### config.mk
export PLATFORM = sky130hd
export DESIGN_NAME = speed_stabilizer
export DESIGN_NICKNAME = d
export VERILOG_FILES = /design/src/rtl/ss_pkg.sv /design/src/rtl/ss_pulse_sync.sv /design/src/rtl/ss_gate_counter.sv /design/src/rtl/ss_ctrl_update.sv /design/src/rtl/ss_lock_detect.sv /design/src/rtl/speed_stabilizer.sv
export SDC_FILE = /design/constraint.sdc
export NUM_CORES = 1
export LEC_CHECK = 0
export BUFFER_PORTS_ARGS = -buffer_cell sky130_fd_sc_hd__buf_2
export CAP_MARGIN = 20
export CORE_ASPECT_RATIO = 2
export CORE_MARGIN = 2
export CORE_UTILIZATION = 65
export CTS_CLUSTER_SIZE = 28
export DETAILED_ROUTE_END_ITERATION = 16
export GPL_ROUTABILITY_DRIVEN = 0
export HOLD_SLACK_MARGIN = 0.05
export PLACE_DENSITY = 0.94
export RECOVER_POWER = 100
export SLEW_MARGIN = 20
export SYNTH_ARGS = -nofsm -noshare
export SYNTH_HDL_FRONTEND = slang
export SYNTH_SLANG_ARGS = --single-unit
### constraint.sdc
create_clock -name clk -period 10.95 [get_ports clk]
set_clock_uncertainty 0.15 [all_clocks]
set_input_delay 2.7375 -clock clk [delete_from_list [all_inputs] [get_ports clk]]
set_output_delay 2.7375 -clock clk [all_outputs]
set_load 0.01 [all_outputs]
### src/rtl/ss_pkg.sv
// Shared defaults and the control-update action type of the speed stabilizer.
package ss_pkg;
    localparam int DEF_DAC_W   = 16;
    localparam int DEF_CNT_W   = 16;
    localparam int DEF_GATE_W  = 16;
    localparam int DEF_SHIFT_W = 4;
    localparam int DEF_LOCK_W  = 4;

    typedef enum logic [1:0] {
        ACT_NONE,   // nothing to do this cycle
        ACT_HOLD,   // correction computed during acquisition: park it
        ACT_APPLY,  // correction computed while idle: drive it out
        ACT_FLUSH   // acquisition over: release the parked word
    } ctrl_act_e;
endpackage

### src/rtl/ss_pulse_sync.sv
// Brings the asynchronous wave pulse into the clock domain and flags rising edges.
// Assumes pulses stay high and low for at least one clock period each.
module ss_pulse_sync #(
    parameter int SYNC_STAGES = 2
) (
    input  logic clk,
    input  logic rst_n,
    input  logic wave_in,
    output logic rise
);
    logic [SYNC_STAGES:0] pipe;

    // Synchronizer chain plus one extra stage for edge detection
    always_ff @(posedge clk) begin
        if (!rst_n) pipe <= '0;
        else        pipe <= {pipe[SYNC_STAGES-1:0], wave_in};
    end

    // A rising edge is a new high behind an old low
    assign rise = pipe[SYNC_STAGES-1] & ~pipe[SYNC_STAGES];
endmodule

### src/rtl/ss_gate_counter.sv
// Counts edge flags over a gate of gate_len clocks and latches the total at its end.
// Assumes gate_len of zero means a one-cycle gate; the count saturates.
module ss_gate_counter #(
    parameter int CNT_W  = ss_pkg::DEF_CNT_W,
    parameter int GATE_W = ss_pkg::DEF_GATE_W
) (
    input  logic              clk,
    input  logic              rst_n,
    input  logic              rise,
    input  logic [GATE_W-1:0] gate_len,
    output logic [CNT_W-1:0]  meas_count,
    output logic              meas_valid
);
    logic [GATE_W-1:0] gate_pos;
    logic [CNT_W-1:0]  acc;
    logic [CNT_W-1:0]  acc_inc;
    logic              gate_end;

    // Gate closes on the cycle whose position is the last one
    assign gate_end = ({1'b0, gate_pos} + (GATE_W+1)'(1)) >= {1'b0, gate_len};
    // Add the current edge, holding at full scale
    assign acc_inc  = (rise && acc != '1) ? acc + CNT_W'(1) : acc;

    // Advance the gate, accumulate, and latch at the gate boundary
    always_ff @(posedge clk) begin
        if (!rst_n) begin
            gate_pos   <= '0;
            acc        <= '0;
            meas_count <= '0;
            meas_valid <= 1'b0;
        end else if (gate_end) begin
            gate_pos   <= '0;
            acc        <= '0;
            meas_count <= acc_inc;
            meas_valid <= 1'b1;
        end else begin
            gate_pos   <= gate_pos + GATE_W'(1);
            acc        <= acc_inc;
            meas_valid <= 1'b0;
        end
    end
endmodule

### src/rtl/ss_ctrl_update.sv
// Turns each new count into a saturated correction of the DAC word, parking it
// while busy is high and releasing it on the first idle edge.
// Assumes meas_valid is a single-cycle pulse per gate.
module ss_ctrl_update #(
    parameter int          DAC_W    = ss_pkg::DEF_DAC_W,
    parameter int          CNT_W    = ss_pkg::DEF_CNT_W,
    parameter int          SHIFT_W  = ss_pkg::DEF_SHIFT_W,
    parameter int unsigned DAC_INIT = 32768
) (
    input  logic               clk,
    input  logic               rst_n,
    input  logic               meas_valid,
    input  logic [CNT_W-1:0]   meas_count,
    input  logic [CNT_W-1:0]   target,
    input  logic [SHIFT_W-1:0] gain_shift,
    input  logic               busy,
    output logic [DAC_W-1:0]   dac_word,
    output logic               dac_load,
    output logic               pend_valid
);
    import ss_pkg::*;

    localparam int ERR_W = CNT_W + 1;
    localparam int MAX_W = (CNT_W > DAC_W) ? CNT_W : DAC_W;
    localparam int SUM_W = MAX_W + 2;

    logic [DAC_W-1:0]        pend_word;
    logic [DAC_W-1:0]        base;
    logic [DAC_W-1:0]        next_word;
    logic signed [ERR_W-1:0] err;
    logic signed [ERR_W-1:0] delta;
    logic signed [SUM_W-1:0] delta_ext;
    logic signed [SUM_W-1:0] base_ext;
    logic signed [SUM_W-1:0] sum;
    ctrl_act_e               act;

    // Signed error and its scaled step
    assign err       = $signed({1'b0, target}) - $signed({1'b0, meas_count});
    assign delta     = err >>> gain_shift;
    // Corrections stack on the parked word if one is waiting
    assign base      = pend_valid ? pend_word : dac_word;
    assign delta_ext = {{(SUM_W-ERR_W){delta[ERR_W-1]}}, delta};
    assign base_ext  = $signed({{(SUM_W-DAC_W){1'b0}}, base});
    assign sum       = base_ext + delta_ext;

    // Clamp the sum into the DAC range
    always_comb begin
        if (sum[SUM_W-1])                 next_word = '0;
        else if (|sum[SUM_W-2:DAC_W])     next_word = '1;
        else                              next_word = sum[DAC_W-1:0];
    end

    // Choose what happens to the word this cycle
    always_comb begin
        if (meas_valid)                act = busy ? ACT_HOLD : ACT_APPLY;
        else if (pend_valid && !busy)  act = ACT_FLUSH;
        else                           act = ACT_NONE;
    end

    // Word, parked word and strobe registers
    always_ff @(posedge clk) begin
        if (!rst_n) begin
            dac_word   <= DAC_W'(DAC_INIT);
            pend_word  <= DAC_W'(DAC_INIT);
            pend_valid <= 1'b0;
            dac_load   <= 1'b0;
        end else begin
            dac_load <= 1'b0;
            case (act)
                ACT_HOLD: begin
                    pend_word  <= next_word;
                    pend_valid <= 1'b1;
                end
                ACT_APPLY: begin
                    dac_word   <= next_word;
                    dac_load   <= 1'b1;
                    pend_valid <= 1'b0;
                end
                ACT_FLUSH: begin
                    dac_word   <= pend_word;
                    dac_load   <= 1'b1;
                    pend_valid <= 1'b0;
                end
                default: ;
            endcase
        end
    end
endmodule

### src/rtl/ss_lock_detect.sv
// Tracks a run of in-tolerance gates and raises the lock flag once the run is long enough.
// Assumes meas_valid is a single-cycle pulse per gate.
module ss_lock_detect #(
    parameter int CNT_W  = ss_pkg::DEF_CNT_W,
    parameter int LOCK_W = ss_pkg::DEF_LOCK_W
) (
    input  logic              clk,
    input  logic              rst_n,
    input  logic              meas_valid,
    input  logic [CNT_W-1:0]  meas_count,
    input  logic [CNT_W-1:0]  target,
    input  logic [CNT_W-1:0]  tolerance,
    input  logic [LOCK_W-1:0] lock_need,
    output logic              locked
);
    logic [CNT_W-1:0]  abs_err;
    logic [LOCK_W-1:0] streak;
    logic [LOCK_W-1:0] streak_next;
    logic              in_tol;

    // Magnitude of the error without a sign bit
    assign abs_err     = (target >= meas_count) ? target - meas_count : meas_count - target;
    assign in_tol      = abs_err <= tolerance;
    // Run length stops growing once it meets the requirement
    assign streak_next = (streak >= lock_need) ? streak : streak + LOCK_W'(1);

    // Update run length and flag once per gate
    always_ff @(posedge clk) begin
        if (!rst_n) begin
            streak <= '0;
            locked <= 1'b0;
        end else if (meas_valid) begin
            if (in_tol) begin
                streak <= streak_next;
                locked <= streak_next >= lock_need;
            end else begin
                streak <= '0;
                locked <= 1'b0;
            end
        end
    end
endmodule

### src/rtl/speed_stabilizer.sv
// Frequency stabilizer for a free-running sampling wave: measures turn pulses per
// gate and steers a DAC word, changing it only while no acquisition is running.
// Assumes clk is the reference clock and wave_in is asynchronous to it.
module speed_stabilizer #(
    parameter int          DAC_W       = ss_pkg::DEF_DAC_W,
    parameter int          CNT_W       = ss_pkg::DEF_CNT_W,
    parameter int          GATE_W      = ss_pkg::DEF_GATE_W,
    parameter int          SHIFT_W     = ss_pkg::DEF_SHIFT_W,
    parameter int          LOCK_W      = ss_pkg::DEF_LOCK_W,
    parameter int          SYNC_STAGES = 2,
    parameter int unsigned DAC_INIT    = 32768
) (
    input  logic               clk,
    input  logic               rst_n,
    input  logic               wave_in,
    input  logic               busy,
    input  logic [GATE_W-1:0]  gate_len,
    input  logic [CNT_W-1:0]   target,
    input  logic [SHIFT_W-1:0] gain_shift,
    input  logic [CNT_W-1:0]   tolerance,
    input  logic [LOCK_W-1:0]  lock_need,
    output logic [DAC_W-1:0]   dac_word,
    output logic               dac_load,
    output logic [CNT_W-1:0]   meas_count,
    output logic               locked
);
    logic rise;
    logic meas_valid;
    logic pend_valid;

    ss_pulse_sync #(.SYNC_STAGES(SYNC_STAGES)) u_sync (
        .clk(clk), .rst_n(rst_n), .wave_in(wave_in), .rise(rise)
    );

    ss_gate_counter #(.CNT_W(CNT_W), .GATE_W(GATE_W)) u_gate (
        .clk(clk), .rst_n(rst_n), .rise(rise), .gate_len(gate_len),
        .meas_count(meas_count), .meas_valid(meas_valid)
    );

    ss_ctrl_update #(.DAC_W(DAC_W), .CNT_W(CNT_W), .SHIFT_W(SHIFT_W), .DAC_INIT(DAC_INIT)) u_ctrl (
        .clk(clk), .rst_n(rst_n), .meas_valid(meas_valid), .meas_count(meas_count),
        .target(target), .gain_shift(gain_shift), .busy(busy),
        .dac_word(dac_word), .dac_load(dac_load), .pend_valid(pend_valid)
    );

    ss_lock_detect #(.CNT_W(CNT_W), .LOCK_W(LOCK_W)) u_lock (
        .clk(clk), .rst_n(rst_n), .meas_valid(meas_valid), .meas_count(meas_count),
        .target(target), .tolerance(tolerance), .lock_need(lock_need), .locked(locked)
    );
endmodule

==> flow_summary_export.csv <==
group,metric,value,unit
layout,stdcell_count,1306,
drt,vias,8812,
status,run_status,"finished, violations left",
synthesis,ys_seq_elements,91,
place,place_inst,1290,
hold_path,hold_path.class,"reg -> reg",
layout,finish.utilization,71.4,%
cts,post_cts_resized,0,
drt,drtIter0Drc,1278,
setup_path,path_max_fanout,26,
cts,cts-root-buf,"clkbuf_16",
synthesis,avgSynthCellArea,7.71,um2
place,dp_hpwl,17300,um
floorplanning,core-area,12800,um2
sta,tightest_slew,3.34,ns
status,violations,"max-capacitance violations, max-slew violations",
floorplanning,die_w,84.8,um
layout,area_growth,8.08,%
setup_path,crit_type,"in -> reg",
synthesis,mappedNetlistArea,8480,um2
grt,grt_max_degree,52,
layout,nFillCells,974,
cts,cts.htree.levels,3,
floorplanning,fp-row-count,59,
cts,insertion_delay,0.36,ns
sta,fmax,110,MHz
setup_path,cp-end-kind,"flip-flop",
sta,drv_slew,111,
cts,cts.sinks,91,
sta,fin_setup_tns,0,ns
synthesis,synth_edf_count,0,
sta,maxSlewHeadroom,-125,%
drt,wl_per_cell,19.0,um
cts,cts_buffers,9,
sta,fin_crit_sh,83.3,%
setup_path,critical_path.top_delay_family,"compound AO/OA/AOI/OAI gates",
layout,final_nets,1303,
place,post_dp_cell_area,8940,um2
grt,track_usage,35.1,%
setup_path,required,11.05,ns
sta,final_hold_viol_count,0,
cts,cts_hold_buf,0,
setup_path,crit_top_cell,"o21ai_0",
synthesis,yosysSeqAreaShare,21.5,%
floorplanning,pin_count,94,
drt,dr.pass1.iters,7,
grt,grt_first_pass_wirelength,40200,um
sta,rsz0062_at_grt,"false",
drt,drtAntennaViolNets,0,
synthesis,ys.flop_type,"dfxtp_1",
floorplanning,initial_core_util,66.1,%
sta,setup_viol,0,
synthesis,synthDistinctLibCells,76,
setup_path,arrival,9.22,ns
synthesis,synth_cells,1100,
setup_path,crit_chain,"clkbuf_1 -> inv_1 -> ha_1 -> inv_1 -> fa_1 -> a211oi_1 -> o21ai_0 -> o311ai_0 -> nand2_1 -> a41oi_1 -> o21ai_0 -> xnor2_1 -> ha_1 -> a21o_1 -> a21o_1 -> a21oi_1 -> o21ai_0 -> o221ai_1 -> a21oi_1 -> nor3_1 -> a31o_2",
power_and_ir_drop,leakage,4.12,nW
floorplanning,dieArea,14000,um2
grt,antenna_found_initial,0,
layout,drive_gt1_share,10.1,%
synthesis,synth-async-reset-ratio,0,%
drt,wirelength,24800,um
power_and_ir_drop,irDropWorstVdd,0.000124,V
setup_path,critical_path.startpoint_type,"input port",
cts,clkTransAtPathRegs,0.07,ns
setup_path,critPathMaxStageDelay,1.70,ns
grt,grt_pass1_vias,8410,
cts,cts_setup_buffers,0,
cts,clock_path_buffers,2,
setup_path,crit_buf_inv,3,
layout,final_area,9170,um2
sta,period_needed,9.12,ns
synthesis,synth_nets,1254,
cts,cts_tree,"built",
layout,antenna_cells,0,
setup_path,cp_slowest_cell,"a41oi_1",
place,portBuffers,93,
drt,drcViolationCount,0,
floorplanning,die_height,166,um
flow_run,cap_violations,3,
power_and_ir_drop,p_total,910,uW
drt,viasPerCell,6.75,
grt,grt-ovfl-total,0,
power_and_ir_drop,powerDensity,99.3,nW/um2
synthesis,yosys_warnings,0,
-- power breakdown --
part           internal, mW  total [mW]  switching [mW]  leakage [nW]
sequential            0.332       0.334         0.00139         0.734
combinational        0.0959       0.249           0.153          3.24
clock                 0.181       0.328           0.147         0.149
-- layer usage --
layer,share of wire [%],GRT usage (%),up-vias
met1,37,42.9,4007
met4,5.8,18.8,0
met5,0,0,-
met2,47,57.8,629
li1,-,-,4025
met3,10,6.86,151
-- registers in the layout, indices dropped and copies added, names as in the netlist --
name,count
u_gate.acc,16
u_ctrl.dac_load,1
u_ctrl.pend_word,16
u_lock.streak,4
u_gate.meas_valid,1
u_gate.meas_count,16
u_lock.locked,1
u_ctrl.dac_word,16
u_ctrl.pend_valid,1
u_gate.gate_pos,16
u_sync.pipe,3
-- logic make-up (layout without fill, tap and decap cells) --
kind of cell,count (synthesis),after routing,synth area share [%]
flip-flops,91,91,21.5
buffers and inverters,145,199,6.64
multiplexers,44,44,6.71
adder cells (fa/ha/maj),94,94,14.1
AND/OR/NAND/NOR,351,351,20.6
XOR/XNOR,71,71,7.33
AO/OA/AOI/OAI,304,304,23.1
-- cells in the mapped netlist (all sizes together), types with 7 or more instances --
library cell | instances | share of area, %
nor3 | 16 | 0.94
o21ai | 101 | 6.0
dfxtp | 91 | 21
mux2i | 13 | 1.5
nor3b | 7 | 0.62
a211oi | 18 | 1.7
a21o | 20 | 1.8
clkbuf | 44 | 1.9
and3 | 25 | 1.8
nand3 | 45 | 2.7
buf | 14 | 0.84
o31ai | 11 | 1.0
o211ai | 9 | 1.0
nor2 | 89 | 3.9
nand4 | 20 | 1.5
and2 | 12 | 0.88
xor2 | 31 | 3.2
inv | 87 | 3.8
ha | 91 | 13
nand2 | 77 | 3.4
nand2b | 14 | 1.0
xnor2 | 40 | 4.1
or3 | 7 | 0.58
mux2 | 24 | 3.3
a21oi | 73 | 4.4
nor2b | 19 | 1.4
o21a | 16 | 1.4
mux4 | 7 | 1.9
-- area by class of cell --
class	instances	area (um2)	area share, %
Multi-Input combinational cell	864	6090	66.4
Sequential cell	91	1820	19.9
Timing Repair Buffer	96	439	4.79
Inverter	87	327	3.56
Clock buffer	10	229	2.50
Tap cell	152	190	2.07
Clock inverter	6	72.6	0.791
-- worst register-to-register path: cells and delay by family, from the launching register on --
| kind | cells | cell delay (ns) |
|---|---|---|
| xor gates and xnor gates | 1 | 0.28 |
| adders and majority gates | 3 | 1.01 |
| DFF | 1 | 0.41 |
| buffers and inverters | 1 | 0.06 |
| AOI/OAI and AO/OA | 12 | 4.31 |
| and+or+nand+nor | 2 | 0.64 |
-- final timing paths --
check | depth (start not counted) | startpoint | end | slack [ns]
min reg2reg | 1 | u_sync.pipe[0]$_SDFF_PN0_ | u_sync.pipe[1]$_SDFF_PN0_ | 0.29
max reg2reg | 19 | u_gate.meas_count[0]$_SDFFE_PN0P_ | u_lock.locked$_SDFFE_PN0P_ | 3.98
min | 1 | u_sync.pipe[0]$_SDFF_PN0_ | u_sync.pipe[1]$_SDFF_PN0_ | 0.29
max | 21 | target[0] | u_lock.locked$_SDFFE_PN0P_ | 1.83
-- cell usage in the layout (no fill, tap or decap), drive strengths merged, types with 9 or more instances in the layout --
master	instances
o21ai	101
ha	91
dfxtp	91
inv	90
nor2	89
nand2	77
a21oi	73
buf	59
clkbuf	47
nand3	45
xnor2	40
xor2	31
and3	25
mux2	24
nand4	20
a21o	20
nor2b	19
a211oi	18
o21a	16
nor3	16
nand2b	14
mux2i	13
and2	12
o31ai	11
o211ai	9
-- metrics by stage --
stage	hold slack, ns	setup slack (ns)
after floorplan	0.262	3.14
after global placement	0.263	2.36
after detailed placement	0.271	2.08
after CTS	0.284	2.18
after global routing	0.326	1.34
final	0.285	1.83
No activity file was read; power rests on OpenSTA's default activity.
